**config.mk**
```make
export PLATFORM = sky130hd
export DESIGN_NAME = paged_reg_seq
export DESIGN_NICKNAME = d
export VERILOG_FILES = /design/src/rtl/seq_pkg.sv /design/src/rtl/seq_page_cache.sv /design/src/rtl/seq_poll_timer.sv /design/src/rtl/seq_word_lane.sv /design/src/rtl/paged_reg_seq.sv
export SDC_FILE = /design/constraint.sdc
export NUM_CORES = 1
export LEC_CHECK = 0
export BUFFER_PORTS_ARGS = -buffer_cell sky130_fd_sc_hd__buf_4
export CAP_MARGIN = 20
export CORE_AREA = 2 2 158 121
export CTS_CLUSTER_DIAMETER = 60
export DETAILED_ROUTE_END_ITERATION = 6
export DIE_AREA = 0 0 160 123
export PLACE_DENSITY = 0.84
export SYNTH_ARGS = -nofsm -noshare
export SYNTH_HDL_FRONTEND = slang
export SYNTH_SLANG_ARGS = --single-unit
```
**constraint.sdc**
```tcl
create_clock -name clk -period 5.15 [get_ports clk]
set_input_delay 0.7725 -clock clk [delete_from_list [all_inputs] [get_ports clk]]
set_output_delay 0.7725 -clock clk [all_outputs]
set_load 0.03 [all_outputs]
```
**src/rtl/seq_pkg.sv**
```systemverilog
package seq_pkg;

  localparam int MAX_WORDS = 4;

  typedef enum logic [2:0] {
    SZ_8  = 3'd0,
    SZ_16 = 3'd1,
    SZ_32 = 3'd2,
    SZ_48 = 3'd3,
    SZ_64 = 3'd4
  } size_e;

  typedef enum logic [2:0] {
    S_IDLE,
    S_PAGE,
    S_WDATA,
    S_CMD,
    S_POLL,
    S_WAIT,
    S_RDATA,
    S_FIN
  } state_e;

  // number of 16-bit management words moved for a size code
  function automatic logic [2:0] words_for(input logic [2:0] sz);
    case (sz)
      SZ_8, SZ_16: words_for = 3'd1;
      SZ_32:       words_for = 3'd2;
      SZ_48:       words_for = 3'd3;
      default:     words_for = 3'd4;
    endcase
  endfunction

  // number of result bytes kept for a size code
  function automatic logic [3:0] bytes_for(input logic [2:0] sz);
    case (sz)
      SZ_8:    bytes_for = 4'd1;
      SZ_16:   bytes_for = 4'd2;
      SZ_32:   bytes_for = 4'd4;
      SZ_48:   bytes_for = 4'd6;
      default: bytes_for = 4'd8;
    endcase
  endfunction

endpackage

```
**src/rtl/seq_page_cache.sv**
```systemverilog
module seq_page_cache #(
  parameter int PAGE_W = 8,
  parameter logic [PAGE_W-1:0] RESET_PAGE = '1
) (
  input  logic              clk,
  input  logic              rst,
  input  logic [PAGE_W-1:0] look_page,
  input  logic              upd,
  input  logic [PAGE_W-1:0] upd_page,
  output logic              hit
);

  logic [PAGE_W-1:0] cached;

  always_ff @(posedge clk) begin
    if (rst)      cached <= RESET_PAGE;
    else if (upd) cached <= upd_page;
  end

  assign hit = (look_page == cached);

  // the cache starts from the unused page value
  a_r2_reset_page: assert property (@(posedge clk) disable iff (rst)
    $past(rst) |-> (cached == RESET_PAGE));

  // without an update the cached page keeps its value
  a_r1_cache_hold: assert property (@(posedge clk) disable iff (rst)
    !$past(upd) && !$past(rst) |-> $stable(cached));

endmodule

```
**src/rtl/seq_poll_timer.sv**
```systemverilog
module seq_poll_timer #(
  parameter int GAP_W     = 16,
  parameter int MAX_POLLS = 5,
  localparam int POLL_W   = $clog2(MAX_POLLS + 1)
) (
  input  logic             clk,
  input  logic             rst,
  input  logic             load,
  input  logic [GAP_W-1:0] gap,
  output logic             expired,
  input  logic             poll_clr,
  input  logic             poll_inc,
  output logic             last_poll
);

  logic [GAP_W-1:0]  gap_cnt;
  logic [POLL_W-1:0] poll_cnt;

  always_ff @(posedge clk) begin
    if (rst)                gap_cnt <= '0;
    else if (load)          gap_cnt <= gap;
    else if (gap_cnt != '0) gap_cnt <= gap_cnt - 1'b1;
  end

  always_ff @(posedge clk) begin
    if (rst)           poll_cnt <= '0;
    else if (poll_clr) poll_cnt <= '0;
    else if (poll_inc) poll_cnt <= poll_cnt + 1'b1;
  end

  assign expired   = (gap_cnt == '0);
  assign last_poll = (poll_cnt == POLL_W'(MAX_POLLS - 1));

  // the poll counter never passes the retry limit
  a_r6_poll_bound: assert property (@(posedge clk) disable iff (rst)
    poll_cnt < POLL_W'(MAX_POLLS));

  // a loaded gap counts down by one per cycle
  a_r5_gap_down: assert property (@(posedge clk) disable iff (rst)
    !load && gap_cnt != '0 |=> gap_cnt == $past(gap_cnt) - 1'b1);

endmodule

```
**src/rtl/seq_word_lane.sv**
```systemverilog
module seq_word_lane #(
  parameter int WORD_W = 16,
  parameter int WORDS  = 4,
  localparam int ACC_W = WORD_W * WORDS,
  localparam int IDX_W = $clog2(WORDS)
) (
  input  logic              clk,
  input  logic              rst,
  input  logic              clear,
  input  logic              shift_en,
  input  logic [WORD_W-1:0] shift_in,
  input  logic [2:0]        size,
  input  logic [ACC_W-1:0]  wdata,
  input  logic [IDX_W-1:0]  sel,
  output logic [WORD_W-1:0] word_out,
  output logic [ACC_W-1:0]  result
);
  import seq_pkg::*;

  logic [ACC_W-1:0] acc;
  logic [3:0]       keep;

  always_ff @(posedge clk) begin
    if (rst || clear) acc <= '0;
    else if (shift_en) acc <= {acc[ACC_W-WORD_W-1:0], shift_in};
  end

  assign word_out = wdata[sel*WORD_W +: WORD_W];
  assign keep     = bytes_for(size);

  always_comb begin
    for (int b = 0; b < ACC_W/8; b++) begin
      result[b*8 +: 8] = (4'(b) < keep) ? acc[b*8 +: 8] : 8'h00;
    end
  end

  // each shift puts the new word into the low lane
  a_r4_shift_low: assert property (@(posedge clk) disable iff (rst)
    shift_en && !clear |=> acc[WORD_W-1:0] == $past(shift_in));

endmodule

```
**src/rtl/paged_reg_seq.sv**
```systemverilog
module paged_reg_seq #(
  parameter int WORD_W    = 16,
  parameter int PAGE_W    = 8,
  parameter int REG_W     = 8,
  parameter int GAP_W     = 16,
  parameter int MAX_POLLS = 5,
  parameter int MG_ADDR_W = 5,
  parameter logic [MG_ADDR_W-1:0] PAGE_ADDR = 5'h10,
  parameter logic [MG_ADDR_W-1:0] CMD_ADDR  = 5'h11,
  parameter logic [MG_ADDR_W-1:0] DATA_ADDR = 5'h18,
  parameter logic [PAGE_W-1:0]    RESET_PAGE = '1,
  localparam int ACC_W = WORD_W * seq_pkg::MAX_WORDS,
  localparam int IDX_W = $clog2(seq_pkg::MAX_WORDS)
) (
  input  logic                 clk,
  input  logic                 rst,
  input  logic                 req_valid,
  input  logic                 req_write,
  input  logic [2:0]           req_size,
  input  logic [PAGE_W-1:0]    req_page,
  input  logic [REG_W-1:0]     req_reg,
  input  logic [ACC_W-1:0]     req_wdata,
  input  logic [GAP_W-1:0]     poll_gap,
  output logic                 ready,
  output logic                 done,
  output logic                 err,
  output logic [ACC_W-1:0]     rdata,
  output logic                 mg_req,
  output logic                 mg_write,
  output logic [MG_ADDR_W-1:0] mg_addr,
  output logic [WORD_W-1:0]    mg_wdata,
  input  logic                 mg_ack,
  input  logic                 mg_err,
  input  logic [WORD_W-1:0]    mg_rdata
);
  import seq_pkg::*;

  state_e               state;
  logic                 op_write;
  logic [2:0]           op_size;
  logic [PAGE_W-1:0]    op_page;
  logic [REG_W-1:0]     op_reg;
  logic [ACC_W-1:0]     op_wdata;
  logic [IDX_W-1:0]     idx;
  logic [IDX_W-1:0]     last_idx;
  logic                 done_q, err_q;
  logic [ACC_W-1:0]     rdata_q;
  logic                 req_q, wr_q;
  logic [MG_ADDR_W-1:0] addr_q;
  logic [WORD_W-1:0]    wdat_q;

  logic                 page_hit, cache_upd;
  logic                 gap_load, gap_expired, poll_clr, poll_inc, last_poll;
  logic                 lane_clear, lane_shift;
  logic [WORD_W-1:0]    lane_word;
  logic [ACC_W-1:0]     lane_result;
  logic                 acked, busy_bits, accept;
  logic [WORD_W-1:0]    page_word, cmd_word;

  assign acked     = req_q && mg_ack;
  assign busy_bits = |mg_rdata[1:0];
  assign accept    = (state == S_IDLE) && req_valid;
  assign last_idx  = IDX_W'(words_for(op_size) - 3'd1);
  assign page_word = {op_page, {(WORD_W-PAGE_W-1){1'b0}}, 1'b1};
  assign cmd_word  = {op_reg, {(WORD_W-REG_W-2){1'b0}}, ~op_write, op_write};

  assign cache_upd  = (state == S_PAGE) && acked && !mg_err;
  assign poll_clr   = (state == S_CMD) && acked;
  assign poll_inc   = (state == S_POLL) && acked && busy_bits && !last_poll;
  assign gap_load   = poll_inc;
  assign lane_clear = accept;
  assign lane_shift = (state == S_RDATA) && acked;

  seq_page_cache #(.PAGE_W(PAGE_W), .RESET_PAGE(RESET_PAGE)) u_cache (
    .clk(clk), .rst(rst), .look_page(req_page),
    .upd(cache_upd), .upd_page(op_page), .hit(page_hit));

  seq_poll_timer #(.GAP_W(GAP_W), .MAX_POLLS(MAX_POLLS)) u_timer (
    .clk(clk), .rst(rst), .load(gap_load), .gap(poll_gap),
    .expired(gap_expired), .poll_clr(poll_clr), .poll_inc(poll_inc),
    .last_poll(last_poll));

  seq_word_lane #(.WORD_W(WORD_W), .WORDS(MAX_WORDS)) u_lane (
    .clk(clk), .rst(rst), .clear(lane_clear), .shift_en(lane_shift),
    .shift_in(mg_rdata), .size(op_size), .wdata(op_wdata), .sel(idx),
    .word_out(lane_word), .result(lane_result));

  always_ff @(posedge clk) begin
    if (rst) begin
      state    <= S_IDLE;
      op_write <= 1'b0;
      op_size  <= '0;
      op_page  <= '0;
      op_reg   <= '0;
      op_wdata <= '0;
      idx      <= '0;
      done_q   <= 1'b0;
      err_q    <= 1'b0;
      rdata_q  <= '0;
      req_q    <= 1'b0;
      wr_q     <= 1'b0;
      addr_q   <= '0;
      wdat_q   <= '0;
    end else begin
      done_q <= 1'b0;
      case (state)
        S_IDLE: begin
          if (req_valid) begin
            op_write <= req_write;
            op_size  <= req_size;
            op_page  <= req_page;
            op_reg   <= req_reg;
            op_wdata <= req_wdata;
            idx      <= '0;
            if (!page_hit)      state <= S_PAGE;
            else if (req_write) state <= S_WDATA;
            else                state <= S_CMD;
          end
        end
        S_PAGE: begin
          if (!req_q) begin
            req_q <= 1'b1; wr_q <= 1'b1; addr_q <= PAGE_ADDR; wdat_q <= page_word;
          end else if (mg_ack) begin
            req_q <= 1'b0;
            if (mg_err) begin
              done_q <= 1'b1; err_q <= 1'b1; rdata_q <= '0; state <= S_IDLE;
            end else begin
              state <= op_write ? S_WDATA : S_CMD;
            end
          end
        end
        S_WDATA: begin
          if (!req_q) begin
            req_q  <= 1'b1; wr_q <= 1'b1;
            addr_q <= DATA_ADDR + MG_ADDR_W'(idx);
            wdat_q <= lane_word;
          end else if (mg_ack) begin
            req_q <= 1'b0;
            if (mg_err) begin
              done_q <= 1'b1; err_q <= 1'b1; rdata_q <= '0; state <= S_IDLE;
            end else if (idx == last_idx) begin
              state <= S_CMD;
            end else begin
              idx <= idx + 1'b1;
            end
          end
        end
        S_CMD: begin
          if (!req_q) begin
            req_q <= 1'b1; wr_q <= 1'b1; addr_q <= CMD_ADDR; wdat_q <= cmd_word;
          end else if (mg_ack) begin
            req_q <= 1'b0;
            if (mg_err) begin
              done_q <= 1'b1; err_q <= 1'b1; rdata_q <= '0; state <= S_IDLE;
            end else begin
              state <= S_POLL;
            end
          end
        end
        S_POLL: begin
          if (!req_q) begin
            req_q <= 1'b1; wr_q <= 1'b0; addr_q <= CMD_ADDR; wdat_q <= '0;
          end else if (mg_ack) begin
            req_q <= 1'b0;
            if (!busy_bits) begin
              if (op_write) begin
                state <= S_FIN;
              end else begin
                idx   <= last_idx;
                state <= S_RDATA;
              end
            end else if (last_poll) begin
              done_q <= 1'b1; err_q <= 1'b1; rdata_q <= '0; state <= S_IDLE;
            end else begin
              state <= S_WAIT;
            end
          end
        end
        S_WAIT: begin
          if (gap_expired) state <= S_POLL;
        end
        S_RDATA: begin
          if (!req_q) begin
            req_q  <= 1'b1; wr_q <= 1'b0;
            addr_q <= DATA_ADDR + MG_ADDR_W'(idx);
            wdat_q <= '0;
          end else if (mg_ack) begin
            req_q <= 1'b0;
            if (idx == '0) state <= S_FIN;
            else           idx   <= idx - 1'b1;
          end
        end
        S_FIN: begin
          done_q  <= 1'b1;
          err_q   <= 1'b0;
          rdata_q <= lane_result;
          state   <= S_IDLE;
        end
        default: state <= S_IDLE;
      endcase
    end
  end

  assign ready    = (state == S_IDLE);
  assign done     = done_q;
  assign err      = err_q;
  assign rdata    = rdata_q;
  assign mg_req   = req_q;
  assign mg_write = wr_q;
  assign mg_addr  = addr_q;
  assign mg_wdata = wdat_q;

  // a pending transaction holds its fields until acknowledged
  a_r10_hold_fields: assert property (@(posedge clk) disable iff (rst)
    mg_req && !mg_ack |=> mg_req && $stable(mg_addr) && $stable(mg_write) && $stable(mg_wdata));

  // the request drops for a cycle after each acknowledge
  a_r10_gap_after_ack: assert property (@(posedge clk) disable iff (rst)
    mg_req && mg_ack |=> !mg_req);

  // done is a single-cycle pulse
  a_r8_done_pulse: assert property (@(posedge clk) disable iff (rst)
    done |=> !done);

  // a failed operation carries no data
  a_r7_err_no_data: assert property (@(posedge clk) disable iff (rst)
    done && err |-> rdata == '0);

  // a page-register transaction is a write with the enable bit set
  a_r1_page_word: assert property (@(posedge clk) disable iff (rst)
    mg_req && mg_addr == PAGE_ADDR |-> mg_write && mg_wdata[0]);

  // a command write carries exactly one operation bit
  a_r3_cmd_onehot: assert property (@(posedge clk) disable iff (rst)
    mg_req && mg_write && mg_addr == CMD_ADDR |-> $countones(mg_wdata[1:0]) == 1);

  // no transaction is outstanding while idle
  a_r9_idle_quiet: assert property (@(posedge clk) disable iff (rst)
    ready |-> !mg_req);

endmodule

```
==> reports/results.txt, run 1 <==
Die H -> 123 um
Relative slew slack -> 24.2%
Most common cell in the netlist -> nand2_1
FILL cells -> 1,403
I/O Pins -> 211
Syn Nets -> 1,336
CP Class -> register to register
Least-Margin Pin Slew -> 1.13 ns
Setup-failing EPs final -> 0
Vias in the first global route -> 8,708
Max clock buf depth -> 3
Synth Area per Inst -> 8.67 um2
CTS Hold Bufs -> 0
Via count -> 9,361
Reg2reg setup slack -> 1.90 ns
Initial core utilization -> 57.8%
Critical Path Fanout Max -> 57
Area contributors post-synth -> dfxtp_1 (51%), nand2_1 (12%), a21oi_1 (8.4%), a22o_1 (5.3%), mux4_2 (3.4%)
Non-Filler Cell Area, Final -> 0.0131 mm2
CTS Buf Count -> 25
Vias per inst -> 5.72
Synth cell types -> 65
Peak supply drop -> 0.413 mV
Pleak -> 0.00514 uW
Final Cycle Share -> 63.1%
Area grow syn2layout -> 24.5%
Die X -> 160 um
PwrDens -> 489 mW/mm2
DR pass1 iterations -> 6
Async set-reset flop share out of synthesis -> 0%
CTS tree -> built
Final Hold Viols -> 0
Main synth FF type -> dfxtp_1
Final slew viol count -> 0
# port buffers -> 209
Area of the multi-input gates -> 0.00477 mm2
Antenna Violating Nets Remaining -> 0
Fraction of layout instances using a drive strength above 1 -> 22.2%
Final net count -> 1,499
Required @ worst endpoint -> 5.59 ns
DIE AREA -> 0.0197 mm2
Setup repair bufs after CTS -> 0
Max-cap violation count -> 0
Yosys Warn Count -> 0
H-tree levels -> 1
First-pass GRT wire length -> 45,100 um
RD Place Congestion -> 0.907
Post-place instance area -> 0.0121 mm2
Clock Latency Late Sink -> 0.52 ns
Sink Count -> 268
Core Region -> 0.0182 mm2
Data arrival time of the worst path -> 3.69 ns
Commonest cells in the netlist -> nand2_1 (334), dfxtp_1 (268), a21oi_1 (176)
Ant diodes -> 0
Post-Synthesis Cells -> 1,211
Root buf cell -> clkbuf_16
Overflow left after global routing -> 0
Synth Register Bits -> 268
Drt wl/cell -> 17.1 um
Tmin final -> 3.25 ns
Critical path launch point type -> register
Post-synth top area share -> 51.1%
Unrepaired setup endpoints after global routing -> no
Post-Route Setup TNS -> 0 ns
Initial antenna violation count -> 0
Synthesized area -> 0.0105 mm2
Max Clk Rate -> 0.308 GHz
Min-Delay Path Class -> register to register
Clk_skew -> 0.00798 ns
CTS resizes -> 0
Worst Setup End Kind -> register
Total GRT Usage -> 27.8%
Clock slew seen by the registers of the worst setup and hold paths -> 0.06 ns
Drt total wl -> 28,100 um
Seq/Total Area, Yosys -> 51.1%
Hpwl dp -> 18,800 um
Std-Cell Rows -> 43
Largest net degree at the start of global routing -> 85
Post-synth top area cell -> dfxtp_1
Register area -> 0.00537 mm2
Status -> finished clean
Number of DRC markers in iteration 0 -> 1,034
Post-synth EDFFs -> 0
Drt drc -> 0
-- final cells by class --
class,instances,share of cell area (%)
clock buffer,32,5.45
multi-input combinational,843,36.5
clock inverter,11,1.26
sequential,268,41.0
timing repair buffer,224,13.1
tap,247,2.36
inverter,12,0.345
-- power by group --
group	total [uW]	switching, uW	internal [uW]
sequential	2570	234	2330
combinational	1880	1170	717
clock	1950	775	1170
-- kinds of logic after synthesis --
logic type                 Yosys count  synth area share [%]
and+or+nand+nor                    472                  18.7
DFF                                268                  51.1
adders and majority gates            4                 0.476
AOI/OAI and AO/OA                  318                  19.7
buffers and inverters              100                  3.73
xor gates and xnor gates            20                  1.67
muxes                               28                  4.61
other                                1                0.0357
-- final timing paths --
check	from	endpoint	cells past startpoint
setup / recovery	state[2]$_SDFFE_PP0P_	op_write$_SDFFE_PP0P_	5
hold / removal	op_wdata[43]$_SDFFE_PP0P_	op_wdata[43]$_SDFFE_PP0P_	2
hold reg to reg	op_wdata[43]$_SDFFE_PP0P_	op_wdata[43]$_SDFFE_PP0P_	2
setup reg to reg	state[2]$_SDFFE_PP0P_	op_write$_SDFFE_PP0P_	5
-- per-stage QoR --
step	total power, uW	setup WS (ns)	hold slack, ns	util, %	instances
final	6400	1.90	0.455	71.9	1637
after global placement	4390	1.77	0.439	66.7	1590
after floorplan	3920	2.66	0.433	-	1211
after CTS	6390	1.67	0.457	71.6	1634
after detailed placement	4430	1.72	0.445	66.8	1591
after global routing	6730	1.72	0.473	71.9	1637
-- critical path, stage by stage, from the launching register on --
cell	delay, ns
dfxtp_1	0.47
nor3_1	0.97
and2_2	0.97
buf_4	0.45
nand2_1	0.13
a21oi_1	0.14
-- cells in the final DEF, fill, tap and decap left out, types with 14 or more instances in the layout --
master     Yosys  routed
buf_4          1     220
dfxtp_1      268     268
a211oi_1      14      14
a21oi_1      176     176
a22o_1        64      64
clkbuf_16      0      25
mux4_2        16      16
nor2_1        58      58
nand2_1      334     332
nand3_1       25      25
-- routing by layer --
layer	share of wire [%]	vias to the layer above	routed length (um)	global-route usage, %
met3	6.9	38	1920	3.56
met1	47	4432	13300	41.8
met2	44	364	12400	43.0
li1	-	4527	-	-
met4	1.7	0	489	6.42
met5	0	-	0	0
No activity file was read; power rests on OpenSTA's default activity.
==> run 2, diff against run 1 <==
CORE_AREA = 2 2 163 125   (was 2 2 158 121)
DIE_AREA = 0 0 165 127   (was 0 0 160 123)
PLACE_DENSITY = 0.79   (was 0.84)
clock period = 3.2 ns   (was 5.15 ns; I/O delays follow)
==> reports/results.txt, run 2 (synthesized netlist as in run 1, its figures left out) <==
Tmin final -> 2.55 ns
Relative slew slack -> 43.4%
First-pass GRT wire length -> 44,400 um
Data arrival time of the worst path -> 3.00 ns
M1 WL -> 13,300 um
Final net count -> 1,507
Clk_skew -> 0.0111 ns
Root buf cell -> clkbuf_16
DR pass1 iterations -> 5
CP Class -> register to register
CTS Hold Bufs -> 0
Critical Path Fanout Max -> 64
Initial core utilization -> 54.7%
Post-Route Setup TNS -> 0 ns
Die H -> 127 um
Number of DRC markers in iteration 0 -> 870
Clock Latency Late Sink -> 0.51 ns
Required @ worst endpoint -> 3.65 ns
Die X -> 165 um
Top layer reached by signal wires -> met4
Setup-failing EPs final -> 0
DIE AREA -> 0.0210 mm2
Ant diodes -> 0
Worst Setup End Kind -> register
Met3 wire len -> 2110 um
Final Cycle Share -> 79.7%
Unrepaired setup endpoints after global routing -> no
Hold_ws -> 0.212 ns
Std-Cell Rows -> 44
PwrDens -> 784 mW/mm2
I/O Pins -> 211
Area grow syn2layout -> 24.9%
Drt wl/cell -> 16.8 um
CTS Buf Count -> 25
Overflow left after global routing -> 0
# port buffers -> 209
Final slew viol count -> 0
H-tree levels -> 1
Commonest cells after routing, fill and taps aside -> nand2_1 (332), dfxtp_1 (268), buf_4 (230)
Commonest non-fill, non-tap cell in the layout -> nand2_1
Pleak -> 0.00517 uW
Max-cap violation count -> 0
Clock slew seen by the registers of the worst setup and hold paths -> 0.06 ns
Core Region -> 0.0192 mm2
Vias in the first global route -> 8,604
Placed insts -> 1,607
Drt total wl -> 27,700 um
Largest net degree at the start of global routing -> 85
Fraction of layout instances using a drive strength above 1 -> 22.5%
Max Clk Rate -> 0.392 GHz
Min-Delay Path Class -> primary input to register
Peak supply drop -> 0.560 mV
FILL cells -> 1,537
Setup repair bufs after CTS -> 0
CTS resizes -> 0
Final Hold Viols -> 0
Max clock buf depth -> 3
Antenna Violating Nets Remaining -> 0
Finished Layout Cells -> 1,652
Area of the multi-input gates -> 0.00477 mm2
Drt drc -> 0
Register area -> 0.00537 mm2
Vias per inst -> 5.61
Sink Count -> 268
CTS tree -> built
Least-Margin Pin Slew -> 0.849 ns
Met2 wire len -> 12,000 um
Total GRT Usage -> 26.0%
Initial antenna violation count -> 0
Via count -> 9,274
Hpwl dp -> 18,900 um
Critical path launch point type -> register
RD Place Congestion -> 0.884
Status -> finished clean
-- run 2: power breakdown --
part | internal (uW) | switching (uW) | total (uW)
clock network | 1850 | 1230 | 3080
logic | 1220 | 1880 | 3110
registers | 3750 | 355 | 4110
-- run 2: through the flow --
| step | utilization (%) | area (um2) | setup WS (ns) | total power, uW |
|---|---|---|---|---|
| after floorplan | - | 10500 | 0.709 | 6310 |
| after global placement | 63.7 | 12200 | 0.757 | 7170 |
| after detailed placement | 63.7 | 12200 | 0.722 | 7240 |
| after CTS | 68.2 | 13100 | 0.692 | 10300 |
| after global routing | 68.3 | 13100 | 0.469 | 10800 |
| final | 68.3 | 13100 | 0.651 | 10300 |
-- run 2: layout make-up --
| cell class | instances | share of cell area, % |
|---|---|---|
| clock buffers | 34 | 5.33 |
| clock inverters | 10 | 1.18 |
| inverters | 12 | 0.343 |
| multi-input cells | 843 | 36.4 |
| flip-flops and latches | 268 | 40.9 |
| well taps | 253 | 2.41 |
| repair buffers | 232 | 13.5 |
-- run 2: layer usage --
layer	global-route usage, %	vias up
met1	40.8	4346
li1	-	4539
met2	38.4	360
met3	3.96	29
met4	3.79	0
met5	0	-
-- run 2: worst paths after layout --
path                                   from                    endpoint  slack (ns)  depth (start not counted)
setup / recovery      state[1]$_SDFFE_PP0P_      rdata[27]$_SDFFE_PP0P_        0.65                          7
hold / removal                  mg_rdata[9]  u_lane.acc[9]$_SDFFE_PP0P_        0.21                          3
setup reg to reg      state[1]$_SDFFE_PP0P_      rdata[27]$_SDFFE_PP0P_        0.65                          7
hold reg to reg   op_wdata[16]$_SDFFE_PP0P_   op_wdata[16]$_SDFFE_PP0P_        0.45                          2
-- run 2: worst max-delay path, cell delays in order (launching register included) --
cell     delay (ns)
dfxtp_1        0.67
buf_4          0.29
or2_2          0.15
o31ai_1        0.07
a22oi_1        0.26
and2_2         0.19
buf_4          0.56
a22o_1         0.28
